**config.mk**
```make
export PLATFORM = sky130hd
export DESIGN_NAME = evt_count_bank
export DESIGN_NICKNAME = d
export VERILOG_FILES = /design/src/rtl/ecb_pkg.sv /design/src/rtl/ecb_input_qual.sv /design/src/rtl/ecb_counter.sv /design/src/rtl/evt_count_bank.sv
export SDC_FILE = /design/constraint.sdc
export NUM_CORES = 1
export LEC_CHECK = 0
export BUFFER_PORTS_ARGS = -buffer_cell sky130_fd_sc_hd__buf_4
export CAP_MARGIN = 20
export CORE_ASPECT_RATIO = 0.6
export CORE_MARGIN = 2
export CORE_UTILIZATION = 48
export CTS_CLUSTER_DIAMETER = 150
export DETAILED_ROUTE_END_ITERATION = 7
export GPL_TIMING_DRIVEN = 0
export PLACE_DENSITY = 0.75
export RECOVER_POWER = 50
export REMOVE_ABC_BUFFERS = 1
export SKIP_CTS_REPAIR_TIMING = 1
export SLEW_MARGIN = 15
export SYNTH_ARGS = -nofsm -noshare
export SYNTH_HDL_FRONTEND = slang
export SYNTH_SLANG_ARGS = --single-unit
```
**constraint.sdc**
```tcl
create_clock -name clk -period 1.9 [get_ports clk]
set_input_delay 0.095 -clock clk [delete_from_list [all_inputs] [get_ports clk]]
set_output_delay 0.095 -clock clk [all_outputs]
set_load 0.01 [all_outputs]
```
**src/rtl/ecb_pkg.sv**
```systemverilog
package ecb_pkg;

    // Operating mode of one channel pair
    typedef enum logic {
        PAIR_SPLIT  = 1'b0,
        PAIR_JOINED = 1'b1
    } pair_mode_e;

    // Per-counter control for one cycle
    typedef struct packed {
        logic inc;
        logic clr;
    } cnt_ctl_t;

    function automatic int lower_of(input int pair);
        return 2 * pair;
    endfunction

    function automatic int upper_of(input int pair);
        return 2 * pair + 1;
    endfunction

endpackage

```
**src/rtl/ecb_input_qual.sv**
```systemverilog
module ecb_input_qual #(
    parameter int SYNC_STAGES = 2
) (
    input  logic clk,
    input  logic rst,
    input  logic evt_raw,
    input  logic gate_raw,
    input  logic gate_use,
    output logic hit
);
    localparam int LAST = SYNC_STAGES - 1;

    logic [LAST:0] evt_sh;
    logic [LAST:0] gate_sh;
    logic          evt_prev;

    always_ff @(posedge clk) begin
        if (rst) begin
            evt_sh   <= '0;
            gate_sh  <= '0;
            evt_prev <= 1'b0;
        end else begin
            evt_sh   <= {evt_sh[LAST-1:0], evt_raw};
            gate_sh  <= {gate_sh[LAST-1:0], gate_raw};
            evt_prev <= evt_sh[LAST];
        end
    end

    always_comb begin
        hit = evt_sh[LAST] & ~evt_prev & (~gate_use | gate_sh[LAST]);
    end


    single_hit_chk: assert property (@(posedge clk) disable iff (rst)
        hit |=> !hit);

endmodule

```
**src/rtl/ecb_counter.sv**
```systemverilog
module ecb_counter
    import ecb_pkg::*;
#(
    parameter int CNT_W = 16
) (
    input  logic             clk,
    input  logic             rst,
    input  cnt_ctl_t         ctl,
    output logic [CNT_W-1:0] cnt,
    output logic             wrap
);
    localparam logic [CNT_W-1:0] ALL_ONES = '1;

    logic [CNT_W-1:0] cnt_q;

    // Counter holds no power-up value; only a clear zeroes it
    always_ff @(posedge clk) begin
        if (ctl.clr)
            cnt_q <= '0;
        else if (ctl.inc)
            cnt_q <= cnt_q + 1'b1;
    end

    always_comb begin
        cnt  = cnt_q;
        wrap = ctl.inc & ~ctl.clr & (cnt_q == ALL_ONES);
    end


    clear_zero_chk: assert property (@(posedge clk) disable iff (rst)
        ctl.clr |=> cnt == '0);


    step_one_chk: assert property (@(posedge clk) disable iff (rst)
        (ctl.inc && !ctl.clr) |=> cnt == $past(cnt) + 1'b1);


    idle_hold_chk: assert property (@(posedge clk) disable iff (rst)
        (!ctl.inc && !ctl.clr) |=> $stable(cnt));


    roll_over_chk: assert property (@(posedge clk) disable iff (rst)
        (ctl.inc && !ctl.clr && cnt == ALL_ONES) |=> cnt == '0);

endmodule

```
**src/rtl/evt_count_bank.sv**
```systemverilog
module evt_count_bank
    import ecb_pkg::*;
#(
    parameter int NUM_CH      = 4,
    parameter int CNT_W       = 16,
    parameter int SYNC_STAGES = 2
) (
    input  logic                      clk,
    input  logic                      rst,
    input  logic [NUM_CH-1:0]         evt_in,
    input  logic [NUM_CH-1:0]         gate_in,
    input  logic [NUM_CH-1:0]         gate_use,
    input  logic [NUM_CH/2-1:0]       join_cfg,
    input  logic                      clr_stb,
    input  logic [$clog2(NUM_CH)-1:0] clr_idx,
    output logic [NUM_CH*CNT_W-1:0]   count_o
);
    localparam int NUM_PAIRS = NUM_CH / 2;
    localparam int IDX_W     = $clog2(NUM_CH);

    logic     [NUM_CH-1:0] hit;
    logic     [NUM_CH-1:0] clr_hit;
    logic     [NUM_CH-1:0] wrap;
    cnt_ctl_t [NUM_CH-1:0] ctl;
    logic     [CNT_W-1:0]  cnt [NUM_CH];

    for (genvar c = 0; c < NUM_CH; c++) begin : g_ch
        ecb_input_qual #(.SYNC_STAGES(SYNC_STAGES)) u_qual (
            .clk      (clk),
            .rst      (rst),
            .evt_raw  (evt_in[c]),
            .gate_raw (gate_in[c]),
            .gate_use (gate_use[c]),
            .hit      (hit[c])
        );

        always_comb clr_hit[c] = clr_stb && (clr_idx == IDX_W'(c));

        ecb_counter #(.CNT_W(CNT_W)) u_cnt (
            .clk  (clk),
            .rst  (rst),
            .ctl  (ctl[c]),
            .cnt  (cnt[c]),
            .wrap (wrap[c])
        );

        always_comb count_o[c*CNT_W +: CNT_W] = cnt[c];
    end

    for (genvar p = 0; p < NUM_PAIRS; p++) begin : g_pair
        localparam int LO = lower_of(p);
        localparam int UP = upper_of(p);

        pair_mode_e mode;

        always_comb begin
            mode        = pair_mode_e'(join_cfg[p]);
            ctl[LO].inc = hit[LO];
            ctl[LO].clr = clr_hit[LO];
            if (mode == PAIR_JOINED) begin
                ctl[UP].inc = wrap[LO];
                ctl[UP].clr = clr_hit[UP] | clr_hit[LO];
            end else begin
                ctl[UP].inc = hit[UP];
                ctl[UP].clr = clr_hit[UP];
            end
        end


        carry_step_chk: assert property (@(posedge clk) disable iff (rst)
            (join_cfg[p] && hit[LO] && !clr_hit[LO] && !clr_hit[UP] && (&cnt[LO]))
            |=> (cnt[UP] == $past(cnt[UP]) + 1'b1) && (cnt[LO] == '0));


        upper_ignore_chk: assert property (@(posedge clk) disable iff (rst)
            (join_cfg[p] && !(hit[LO] && (&cnt[LO])) && !clr_hit[LO] && !clr_hit[UP])
            |=> $stable(cnt[UP]));


        pair_clear_chk: assert property (@(posedge clk) disable iff (rst)
            (join_cfg[p] && clr_hit[LO]) |=> (cnt[LO] == '0) && (cnt[UP] == '0));


        split_isolate_chk: assert property (@(posedge clk) disable iff (rst)
            (!join_cfg[p] && !hit[UP] && !clr_hit[UP]) |=> $stable(cnt[UP]));
    end


    clear_onehot_chk: assert property (@(posedge clk) disable iff (rst)
        $onehot0(clr_hit));

endmodule

```
### Yosys cells after proc, flatten, opt, wreduce, memory -nomap -nowiden

Cells that the tools add are included.

| storage, ports and cells | value |
|---|---|
| memories | 0 |
| ROM bits | 0 |
| flip-flop bits (word level) | 84 |
| bits in latches | 0 |
| input port bits | 19 |
| memory bits (writable) | 0 |

| cells by class | value |
|---|---|
| multipliers | 0 |
| add/subtract/negate cells | 4 |
| muxes and demuxes | 2 |
| bitwise operators | 28 |
| div/mod/pow operators | 0 |
| shifts and indexed selects | 0 |
| eq/ne operators | 5 |
| reductions and logical operators | 5 |
| magnitude comparators | 0 |

Operators with widths:

| kind | number |
|---|---|
| 16-bit by 1-bit adder with 16-bit output (second input constant) | 4 |
| 16-bit equality test (second input constant) | 2 |
| 1-bit bitwise AND | 12 |
| 1-bit inverter | 10 |
| 1-bit bitwise OR | 6 |
| 2-bit equality test (second input constant) | 2 |
| 1-bit logical AND | 4 |
| 2-bit 2-to-1 mux | 2 |
| 2-bit by 1-bit equality test with 1-bit output (second input constant) | 1 |
| 2-bit logical NOT | 1 |

### Logic depth before layout (Yosys ltp)

Gate-level depths: netlist (run 1).

| logic depth | value |
|---|---|
| word-level depth | 6 |
| gate-level depth with buffers | 8 |

### Hierarchy

Synthesis (run 1) repeated with hierarchy kept, for this count alone.

| unflattened totals | value |
|---|---|
| cell total of the unflattened synthesis | 379 |
| area total of the unflattened synthesis | 3731.1 um^2 |

By module, submodules not included:

| module | seq. area each (um^2) | cells each | times used | area an instance (um^2) |
|---|---|---|---|---|
| ecb_counter | 320.3 | 81 | 4 | 757.0 |
| ecb_input_qual | 100.1 | 12 | 4 | 157.7 |
| evt_count_bank | 0.0 | 7 | 1 | 72.6 |

### Least setup slack after synthesis (run 1)

OpenSTA, ideal clock, no wires.

| timing | value |
|---|---|
| path type | reg-to-reg |
| from | reg g_ch[2].u_cnt.cnt_q[0] |
| to | reg g_ch[3].u_cnt.cnt_q[7] |
| period minus slack after synthesis | 2102 ps |
| arrival time | 2031 ps |
| stages on the path, launching flop included | 8 |
| setup slack | -202 ps |
| cell sequence | dfxtp_1 -> ha_1 -> nand3_1 -> nor4b_4 -> a31oi_1 -> buf_2 -> or4_1 -> a21oi_1 |

| on the way | value |
|---|---|
| longest elaborated chain between the ends | 3 |

RTL lines:

| what | line | source |
|---|---|---|
| start: declaration | ecb_counter.sv:14 | `logic [CNT_W-1:0] cnt_q;` |
| start signal: assignment | ecb_counter.sv:21 | `cnt_q <= cnt_q + 1'b1;` |
| 16-bit equality test | ecb_counter.sv:26 | `wrap = ctl.inc & ~ctl.clr & (cnt_q == ALL_ONES);` |
| 1-bit bitwise AND | ecb_counter.sv:26 |  |
| 2-bit 2-to-1 mux | evt_count_bank.sv:60 | `if (mode == PAIR_JOINED) begin` |
| end signal: assignment | ecb_counter.sv:21 |  |
| end: declaration | ecb_counter.sv:14 |  |

No other way between the ends.
A chain may end at the register's enable or synchronous reset.

### Worst setup path in the final report (run 1)

| timing | value |
|---|---|
| from | reg g_ch[0].u_cnt.cnt_q[0] |
| to | reg g_ch[1].u_cnt.cnt_q[5] |

| on the way | value |
|---|---|
| longest elaborated chain between the ends | 3 |

RTL lines:

| what | line |
|---|---|
| start: declaration | ecb_counter.sv:14 |
| start signal: assignment | ecb_counter.sv:21 |
| 16-bit equality test | ecb_counter.sv:26 |
| 1-bit bitwise AND | ecb_counter.sv:26 |
| 2-bit 2-to-1 mux | evt_count_bank.sv:60 |
| end signal: assignment | ecb_counter.sv:21 |
| end: declaration | ecb_counter.sv:14 |

No other way between the ends.

==> reports/metrics.sh, run 1 <==
OUTCOME='complete, but fails checks'
VIOLATIONS='negative setup slack'
CTS_ROOT_BUF='sky130_fd_sc_hd__clkbuf_16'
CLKTRANSATPATHREGS_PS=60
NUMCTSBUFFERS=9
YS_DOMINANT_REG_CELL='sky130_fd_sc_hd__dfxtp_1'
PLACED_CELLS=547
GRT_OVERFLOW=0
CRITICALPATHCATEGORY='flop to flop'
TOTALNEGATIVESETUPSLACK_PS=-976
FINCLKSKEW_PS=5.86
ACTUAL_TRANSITION_AT_THE_WORST_MAX_TRANSITION_PIN_PS=951
DESIGN.CORE.AREA_UM2=7180
REQUIRED_PS=2170
YOSYS.AREA_SHARE.ADDER=0.0143
YOSYS.AREA_SHARE.XOR_XNOR=0.0723
FINAL_MIN_PERIOD_OVER_CLOCK_PERIOD=1.07
CELL_AREA_POWER_DENSITY_nW_PER_UM2=755
SYNTH_MUX_AREA_FRAC=0.0114
CAP_VIOL_MAX_COUNT=0
DRT-TOTAL-WL_MM=8.83
START_UTIL=0.489
DRTITER0DRC=291
FILLERS=535
SYNTHESIS.AREA_UM2=3510
CTS.SINK_COUNT=84
WORST_SETUP_PATH_END_KIND='flop'
WL_PER_CELL_UM=14.9
GRT_SETUP_UNREPAIRED='yes'
PRE_CTS_SLACK_PS=-515
NETLIST.TOP_CELL.BY_AREA='sky130_fd_sc_hd__dfxtp_1'
GP_ROUTABILITY_CONGESTION=0.796
LARGEST_NET_DEGREE_AT_THE_START_OF_GLOBAL_ROUTING=25
WIRE_LENGTH_OF_THE_FIRST_GLOBAL_ROUTING_PASS_MM=12.5
SYNTH_LARGEST_TYPE_AREA_FRACTION=0.479
SYNTH.DISTINCT_CELLS=36
ROWS=24
TRACK_USAGE=0.195
HOLD_PATH_CLASS='primary input to flop'
GRT_PASS1_VIAS=2712
AREA_GROWTH_SYN_TO_LAYOUT_PCT=42.5
TIMING.FINAL.SETUP_VIOLATIONS=20
TOTAL_COUNT_OF_HOLD_CHECK_FAILURES_IN_THE_FINAL_REPORT=0
DRT.ANTENNA.VIOLATING_NETS=0
WORST_SKEW_PAIR.LATE_LATENCY_PS=330
VIAS_PER_CELL=5.49
TIMING.FINAL.WS_SETUP_PS=-125
NUMBER_OF_ENABLE_FLIP_FLOP_CELLS_AFTER_SYNTHESIS=0
SYNTH-COMPOUND-AREA-SHARE=0.103
CTS.HTREE.LEVELS=3
SYNTHTOPCELLSBYAREA='sky130_fd_sc_hd__dfxtp_1 48%, sky130_fd_sc_hd__xor2_1 5.2%, sky130_fd_sc_hd__nor2b_1 4.8%, sky130_fd_sc_hd__a21oi_1 4.3%, sky130_fd_sc_hd__or3_1 4.1%'
POST_SYN_AREA_PER_CELL_UM2=9.07
FINAL_PERIOD_MINUS_WORST_SETUP_SLACK_PS=2030
DIE_AREA_UM2=8040
LAYOUT_COMMON_CELLS='92 x sky130_fd_sc_hd__buf_4, 76 x sky130_fd_sc_hd__dfxtp_1, 35 x sky130_fd_sc_hd__nor2_1, 27 x sky130_fd_sc_hd__nor2b_1, 23 x sky130_fd_sc_hd__nand2_1'
REMAINING_DRC_ERRORS=0
DRIVE_ABOVE_1_SHARE=0.327
FMAX_MHz=494
FINAL_NETS=520
FLOORPLAN.DIE.WIDTH_UM=114
YS_FF_LATCH=84
YOSYSWARNINGCOUNT=0
DIE_Y_UM=70.2
SYNTH_TOP_FAMILY_BY_AREA='simple AND/OR/NAND/NOR gates'
CTS.PATH.MAX_BUFFERS=2
TIMING.CRITICAL_PATH.FANOUT_MAX=5
PIN_COUNT=83
ANTENNA_VIOLATIONS_BEFORE_REPAIR=0
SLEW_HEADROOM=0.366
IR_DROP_mV=0.554
SLEW_VIOLATIONS=0
PLACE.PORT_BUFFERS=82
LAYOUT_COMMONEST_CELL='sky130_fd_sc_hd__buf_4'
LEAKAGEPOWER_nW=2.01
FIN_CELLS=593
YOSYSSEQAREASHARE=0.479
SETUP.WORST_PATH.START_CLASS='flop'
YOSYS.AREA_SHARE.SIMPLE=0.299
ANTENNA_CELLS=0
ROUTED_VIA_COUNT=3258
FIRSTDRTPASSITERS=4
TRITONCTS_CLOCK_TREE='yes'
DP_HPWL_MM=5.40
ARRIVAL_PS=2300
NETLIST_INSTANCES=387
ASYNC_SET_OR_RESET_FLOP_FRACTION_IN_THE_SYNTHESIZED_NETLIST=0
[routing by layer]
metal	wire, um	track usage	vias to the layer above
met5	0	0	-
li1	-	-	1608
met1	4040	0.261	1553
met4	104	0.0447	0
met3	443	0.0634	9
met2	4240	0.306	88
[final timing paths]
check	startpoint	end	slack (ps)	cells after the start
min	evt_in[3]	g_ch[3].u_qual.evt_sh[0]	3	2
min reg2reg	g_ch[3].u_qual.evt_sh[0]	g_ch[3].u_qual.evt_sh[1]	430	1
max	g_ch[0].u_cnt.cnt[0]	g_ch[1].u_cnt.cnt[5]	-130	8
max reg2reg	g_ch[0].u_cnt.cnt[0]	g_ch[1].u_cnt.cnt[5]	-130	8
[cells in the mapped netlist, types with 2 or more instances]
cell type and count:
sky130_fd_sc_hd__dfxtp_1 84, sky130_fd_sc_hd__or3_1 23, sky130_fd_sc_hd__nor3b_2 2, sky130_fd_sc_hd__nor3_1 3, sky130_fd_sc_hd__xnor2_1 8, sky130_fd_sc_hd__a31oi_1 2
sky130_fd_sc_hd__mux2i_1 4, sky130_fd_sc_hd__or4b_1 2, sky130_fd_sc_hd__nand4_1 18, sky130_fd_sc_hd__xor2_1 21, sky130_fd_sc_hd__nor2_1 35, sky130_fd_sc_hd__nand3_1 17
sky130_fd_sc_hd__ha_1 4, sky130_fd_sc_hd__clkbuf_1 9, sky130_fd_sc_hd__o31ai_1 6, sky130_fd_sc_hd__nor2b_1 27, sky130_fd_sc_hd__and4_1 6, sky130_fd_sc_hd__inv_1 3
sky130_fd_sc_hd__nor4b_1 3, sky130_fd_sc_hd__and3_1 11, sky130_fd_sc_hd__o21ai_0 24, sky130_fd_sc_hd__nand2_1 23, sky130_fd_sc_hd__a21oi_1 30, sky130_fd_sc_hd__buf_2 5
sky130_fd_sc_hd__or4_1 6
[power breakdown]
| part | switching (mW) | internal [mW] | total, mW |
|---|---|---|---|
| clock | 0.644 | 0.992 | 1.64 |
| sequential | 0.0496 | 1.82 | 1.87 |
| combinational | 0.124 | 0.150 | 0.274 |
| total | 0.818 | 2.96 | 3.78 |
[worst max-delay path, stage by stage (launching register included)]
cell	delay, ps
sky130_fd_sc_hd__dfxtp_4	380
sky130_fd_sc_hd__ha_4	150
sky130_fd_sc_hd__nand3_4	80
sky130_fd_sc_hd__nor3b_4	320
sky130_fd_sc_hd__a31oi_4	200
sky130_fd_sc_hd__buf_6	170
sky130_fd_sc_hd__clkbuf_16	140
sky130_fd_sc_hd__or4b_1	460
sky130_fd_sc_hd__nand2_1	70
[kinds of logic after synthesis]
kind of cell             count (synthesis)
adder cells (fa/ha/maj)                  4
buffers and inverters                   18
AND/OR/NAND/NOR                        182
flip-flops                              84
multiplexers                             4
XOR/XNOR                                29
AO/OA/AOI/OAI                           66
[stage by stage]
stage | utilization | instance area, um2 | power [mW] | hold WS [ps]
2_1_floorplan | - | 3450 | 1.98 | 167
3_3_place_gp | 0.582 | 4180 | 2.09 | 308
3_5_place_dp | 0.587 | 4210 | 2.10 | 311
4_1_cts | 0.626 | 4500 | 3.73 | -31.7
5_1_grt | 0.697 | 5000 | 3.91 | 15.3
6_report | 0.697 | 5000 | 3.78 | 3.49
[registers in the layout, indices dropped and copies added (netlist names)]
register	count
g_ch.u_qual.gate_sh	8
g_ch.u_qual.evt_sh	8
g_ch.u_cnt.cnt	64
g_ch.u_qual.evt_prev	4
[area by class of cell]
type                            count  area, um2  area share
Clock inverter                      1       5.00     0.00100
Tap cell                           91        114      0.0228
Timing Repair Buffer              114        932       0.186
Sequential cell                    84       1700       0.340
Multi-Input combinational cell    285       1960       0.392
Inverter                            3       11.3     0.00225
Clock buffer                       15        278      0.0555
(Power assumes the default switching activity.)
==> run 2, diff against run 1 <==
--- a/config.mk
+++ b/config.mk
@@ -7,12 +7,11 @@
 export LEC_CHECK = 0
 export BUFFER_PORTS_ARGS = -buffer_cell sky130_fd_sc_hd__buf_4
 export CAP_MARGIN = 20
-export CORE_ASPECT_RATIO = 0.6
+export CORE_ASPECT_RATIO = 1.2
 export CORE_MARGIN = 2
 export CORE_UTILIZATION = 48
 export CTS_CLUSTER_DIAMETER = 150
 export DETAILED_ROUTE_END_ITERATION = 7
-export GPL_TIMING_DRIVEN = 0
 export PLACE_DENSITY = 0.75
 export RECOVER_POWER = 50
 export REMOVE_ABC_BUFFERS = 1
==> reports/metrics.sh, run 2 (synthesis results as in run 1) <==
OUTCOME='complete, but fails checks'
VIOLATIONS='negative hold slack, negative setup slack'
REQUIRED_PS=2180
TOTALNEGATIVESETUPSLACK_PS=-393
CTS.SINK_COUNT=84
FINAL_NETS=540
NUMCTSBUFFERS=9
TIMING.FINAL.SETUP_VIOLATIONS=9
TIMING.CRITICAL_PATH.FANOUT_MAX=7
DESIGN.CORE.AREA_UM2=7190
DRTITER0DRC=111
FINAL_DESIGN_AREA_NO_FILL_UM2=4890
VIAS_PER_CELL=5.47
PLACE.PORT_BUFFERS=82
FLOORPLAN.DIE.WIDTH_UM=82.1
ANTENNA_VIOLATIONS_BEFORE_REPAIR=0
TOTAL_COUNT_OF_HOLD_CHECK_FAILURES_IN_THE_FINAL_REPORT=1
FIRSTDRTPASSITERS=4
WIRE_LENGTH_OF_THE_FIRST_GLOBAL_ROUTING_PASS_MM=12.8
FINAL_MIN_PERIOD_OVER_CLOCK_PERIOD=1.04
ARRIVAL_PS=2250
FINAL_PERIOD_MINUS_WORST_SETUP_SLACK_PS=1970
LARGEST_NET_DEGREE_AT_THE_START_OF_GLOBAL_ROUTING=31
CTS.PATH.MAX_BUFFERS=2
DRT-TOTAL-WL_MM=8.49
FINCLKSKEW_PS=12.2
ROUTED_VIA_COUNT=3347
CLKTRANSATPATHREGS_PS=80
CRITICAL-PATH-SLOWEST-CELL='sky130_fd_sc_hd__or4_4'
CTS.HTREE.LEVELS=3
DP_HPWL_MM=5.48
AREA_GROWTH_SYN_TO_LAYOUT_PCT=39.3
START_UTIL=0.488
TIMING.FINAL.WS_SETUP_PS=-67.0
ANTENNA_CELLS=0
REMAINING_DRC_ERRORS=0
SLEW_VIOLATIONS=0
GRT_SETUP_UNREPAIRED='yes'
ACTUAL_TRANSITION_AT_THE_WORST_MAX_TRANSITION_PIN_PS=851
DRIVE_ABOVE_1_SHARE=0.262
GRT_PASS1_VIAS=2936
TRACK_USAGE=0.199
CAP_VIOL_MAX_COUNT=0
IR_DROP_mV=0.476
CRITICALPATHCATEGORY='flop to flop'
WORST_SETUP_PATH_END_KIND='flop'
PIN_COUNT=83
GP_ROUTABILITY_CONGESTION=0.805
CP_SLOWEST_STAGE_DELAY_PS=480
WORST_SKEW_PAIR.LATE_LATENCY_PS=340
CELL_AREA_POWER_DENSITY_nW_PER_UM2=673
HOLD_PATH_CLASS='primary input to flop'
POSTPLACECELLAREA_UM2=4490
CTS_ROOT_BUF='sky130_fd_sc_hd__clkbuf_8'
SLEW_HEADROOM=0.432
LARGEST_REGISTER_FFS=64
DIE_AREA_UM2=8020
DIE_Y_UM=97.7
SETUP.WORST_PATH.START_CLASS='flop'
DRT.ANTENNA.VIOLATING_NETS=0
LAYOUT_COMMONEST_CELL='sky130_fd_sc_hd__dfxtp_1'
TRITONCTS_CLOCK_TREE='yes'
ROWS=34
GRT_OVERFLOW=0
SMALLEST_HOLD_SLACK_PS=-5.72
LEAKAGEPOWER_nW=1.90
FMAX_MHz=508
WORSTPATHCELLLIST='ha_4, nand3_4, nor4b_4, a31oi_4, buf_12, or4_4, a21oi_2'
WL_PER_CELL_UM=13.9
LAYOUT_COMMON_CELLS='80 x sky130_fd_sc_hd__dfxtp_1, 76 x sky130_fd_sc_hd__buf_4, 46 x sky130_fd_sc_hd__clkbuf_1, 35 x sky130_fd_sc_hd__nor2_1, 26 x sky130_fd_sc_hd__nor2b_1'
## run 2: cell types whose count changed in the layout (fill, tap and decap cells not counted), sizes merged
cell,delta
clkbuf,+37
clkinv,+1
buf,-22
clkinvlp,+2
dlygate4sd3,+2
## run 2: where the power goes
part	internal [mW]	switching, mW
clock network	0.508	0.618
registers	1.81	0.0383
logic	0.178	0.142
## run 2: area by class of cell
class                      instances  area, um2
inverter                           3       11.3
clock inverter                     4       25.0
tap                               90        113
timing repair buffer             134        952
multi-input combinational        285       1960
fill                             589       2300
sequential                        84       1690
clock buffer                      12        145
## run 2: final timing paths
| path | from | to | slack (ps) | cells after the start |
|---|---|---|---|---|
| max | g_ch[2].u_cnt.cnt[1] | g_ch[3].u_cnt.cnt[9] | -70 | 7 |
| min | gate_in[1] | g_ch[1].u_qual.gate_sh[0] | -6 | 2 |
| max reg2reg | g_ch[2].u_cnt.cnt[1] | g_ch[3].u_cnt.cnt[9] | -70 | 7 |
| min reg2reg | g_ch[0].u_qual.gate_sh[0] | g_ch[0].u_qual.gate_sh[1] | 440 | 1 |
## run 2: worst max-delay path, delay by kind of cell, from the launching register on
| family | cells | cell delay (ps) |
|---|---|---|
| DFF | 1 | 370 |
| buffers and inverters | 1 | 180 |
| adders and majority gates | 1 | 160 |
| and+or+nand+nor | 3 | 910 |
| AOI/OAI and AO/OA | 2 | 300 |
## run 2: per-stage QoR
stage	power (mW)	cells	setup slack, ps	utilization
finish	3.29	612	-67.0	0.680
global route	3.45	612	-152	0.680
CTS	3.26	595	-30.5	0.648
detailed placement	2.14	579	-11.1	0.624
global placement	2.13	579	24.3	0.624
floorplan	1.98	372	-533	-
## run 2: layer usage
layer	GRT usage	vias up	wire, um
li1	-	1643	-
met1	0.262	1617	3710
met2	0.311	81	4310
met3	0.0502	6	398
met4	0.0744	0	72
met5	0	-	0
==> run 3, diff against run 2 <==
--- a/config.mk
+++ b/config.mk
@@ -12,7 +12,7 @@
 export CORE_UTILIZATION = 48
 export CTS_CLUSTER_DIAMETER = 150
 export DETAILED_ROUTE_END_ITERATION = 7
-export PLACE_DENSITY = 0.75
+export PLACE_DENSITY = 0.86
 export RECOVER_POWER = 50
 export REMOVE_ABC_BUFFERS = 1
 export SKIP_CTS_REPAIR_TIMING = 1
==> reports/metrics.sh, run 3 (synthesis results as in run 1) <==
OUTCOME='complete, but fails checks'
VIOLATIONS='negative hold slack, negative setup slack'
FINAL_MIN_PERIOD_OVER_CLOCK_PERIOD=1.07
ARRIVAL_PS=2280
SLEW_HEADROOM=0.434
REQUIRED_PS=2160
DIE_AREA_UM2=8020
DRTITER0DRC=70
COMB_POWER_SHARE=0.094
POSTLAYOUTCOREUTIL=0.671
PIN_COUNT=83
TRITONCTS_CLOCK_TREE='yes'
POSTPLACECELLAREA_UM2=4450
ACTUAL_TRANSITION_AT_THE_WORST_MAX_TRANSITION_PIN_PS=849
TOTAL_CHIP_POWER_mW=3.38
DRT-TOTAL-WL_MM=8.73
GP_ROUTABILITY_CONGESTION=0.768
SLEW_VIOLATIONS=0
CTS.HTREE.LEVELS=3
IR_DROP_mV=0.672
TOTAL_COUNT_OF_HOLD_CHECK_FAILURES_IN_THE_FINAL_REPORT=2
FLOORPLAN.DIE.WIDTH_UM=82.1
CRITICALPATHCATEGORY='flop to flop'
WORST_SETUP_PATH_END_KIND='flop'
LEAKAGEPOWER_nW=1.90
VIAS_PER_CELL=5.49
DRT.ANTENNA.VIOLATING_NETS=0
DIE_Y_UM=97.7
REMAINING_DRC_ERRORS=0
FINAL_PERIOD_MINUS_WORST_SETUP_SLACK_PS=2020
POWER.SHARE.SEQUENTIAL=0.548
SETUP.WORST_PATH.START_CLASS='flop'
CTS_ROOT_BUF='sky130_fd_sc_hd__clkbuf_8'
GRT_SETUP_UNREPAIRED='yes'
TIMING.FINAL.WS_SETUP_PS=-124
WL_PER_CELL_UM=14.3
FIRSTDRTPASSITERS=4
MULTIINPUTGATEAREA_UM2=1890
CTS.SINK_COUNT=84
P_CLK_FRAC=0.358
ANTENNA_VIOLATIONS_BEFORE_REPAIR=0
CELL_AREA_POWER_DENSITY_nW_PER_UM2=700
CAP_VIOL_MAX_COUNT=0
POWER_SWITCHING_mW=0.788
LAYOUT_COMMONEST_CELL='sky130_fd_sc_hd__dfxtp_1'
DRIVE_ABOVE_1_SHARE=0.241
ANTENNA_CELLS=0
FILLERS=591
WORST_SKEW_PAIR.LATE_LATENCY_PS=340
LAYOUT.AREA.SEQ_UM2=1690
DESIGN.CORE.AREA_UM2=7190
START_UTIL=0.488
GRT_PASS1_VIAS=2977
DP_HPWL_MM=5.69
FINCLKSKEW_PS=13.9
FINAL_DESIGN_AREA_NO_FILL_UM2=4820
CTS.PATH.MAX_BUFFERS=2
TIMING.FINAL.SETUP_VIOLATIONS=12
LAYOUT_COMMON_CELLS='80 x sky130_fd_sc_hd__dfxtp_1, 77 x sky130_fd_sc_hd__buf_4, 43 x sky130_fd_sc_hd__clkbuf_1, 35 x sky130_fd_sc_hd__nor2_1, 26 x sky130_fd_sc_hd__nor2b_1'
FMAX_MHz=494
GRT_OVERFLOW=0
LARGEST_NET_DEGREE_AT_THE_START_OF_GLOBAL_ROUTING=31
FINAL_NETS=538
SMALLEST_HOLD_SLACK_PS=-22.3
ROWS=34
CELLINTERNALPOWER_mW=2.59
WIRE_LENGTH_OF_THE_FIRST_GLOBAL_ROUTING_PASS_MM=12.7
TRACK_USAGE=0.197
CLKTRANSATPATHREGS_PS=80
ROUTED_VIA_COUNT=3344
PLACE.PORT_BUFFERS=82
TIMING.CRITICAL_PATH.FANOUT_MAX=7
AREA_GROWTH_SYN_TO_LAYOUT_PCT=37.4
HOLD_PATH_CLASS='primary input to flop'
LARGEST_REGISTER_FFS=64
POWER_SWITCHING_SHARE=0.234
TOTALNEGATIVESETUPSLACK_PS=-486
NUMCTSBUFFERS=9
[run 3: cell types whose count changed in the layout (fill, tap and decap cells not counted), sizes merged]
| cell | delta |
|---|---|
| bufinv | +1 |
| clkinv | +2 |
| clkinvlp | -2 |
| dlygate4sd3 | -1 |
| clkbuf | -4 |
| buf | +1 |
[run 3: worst max-delay path, cell delays in order, from the launching register on]
cell and delay, ps:
sky130_fd_sc_hd__dfxtp_2 360, sky130_fd_sc_hd__ha_4 150, sky130_fd_sc_hd__nand3_4 80, sky130_fd_sc_hd__nor4b_4 370
sky130_fd_sc_hd__a31oi_4 160, sky130_fd_sc_hd__buf_12 170, sky130_fd_sc_hd__or4_1 520, sky130_fd_sc_hd__a21oi_1 140
[run 3: metal layers]
metal / GRT usage / part of all wire
met5: 0 / 0
met4: 0.0808 / 0.015
met3: 0.0372 / 0.052
met2: 0.338 / 0.51
met1: 0.235 / 0.42
[run 3: final timing paths]
kind | from | endpoint | slack [ps] | cells after the start
min | evt_in[2] | g_ch[2].u_qual.evt_sh[0] | -20 | 2
max reg2reg | g_ch[2].u_cnt.cnt[1] | g_ch[3].u_cnt.cnt[9] | -120 | 7
max | g_ch[2].u_cnt.cnt[1] | g_ch[3].u_cnt.cnt[9] | -120 | 7
min reg2reg | g_ch[1].u_qual.evt_sh[0] | g_ch[1].u_qual.evt_sh[1] | 440 | 1
[run 3: cell type report]
class                   count  area share
inverters                   3     0.00233
flip-flops and latches     84       0.350
repair buffers            132       0.194
well taps                  90      0.0233
clock inverters             5      0.0112
multi-input cells         285       0.393
clock buffers              10      0.0265
[run 3: through the flow]
stage,setup slack [ps],std cells
after floorplan,-533,372
after global placement,14.4,576
after detailed placement,-70.7,576
after CTS,-91.7,591
after global routing,-196,609
final,-124,609
[run 3: power by group through the flow]
stage	clock (mW)	sequential, mW	combinational, mW
after floorplan	0	1.90	0.0872
after global placement	0	1.87	0.253
after detailed placement	0	1.88	0.263
after CTS	1.23	1.83	0.265
after global routing	1.31	1.86	0.348
final	1.21	1.85	0.317
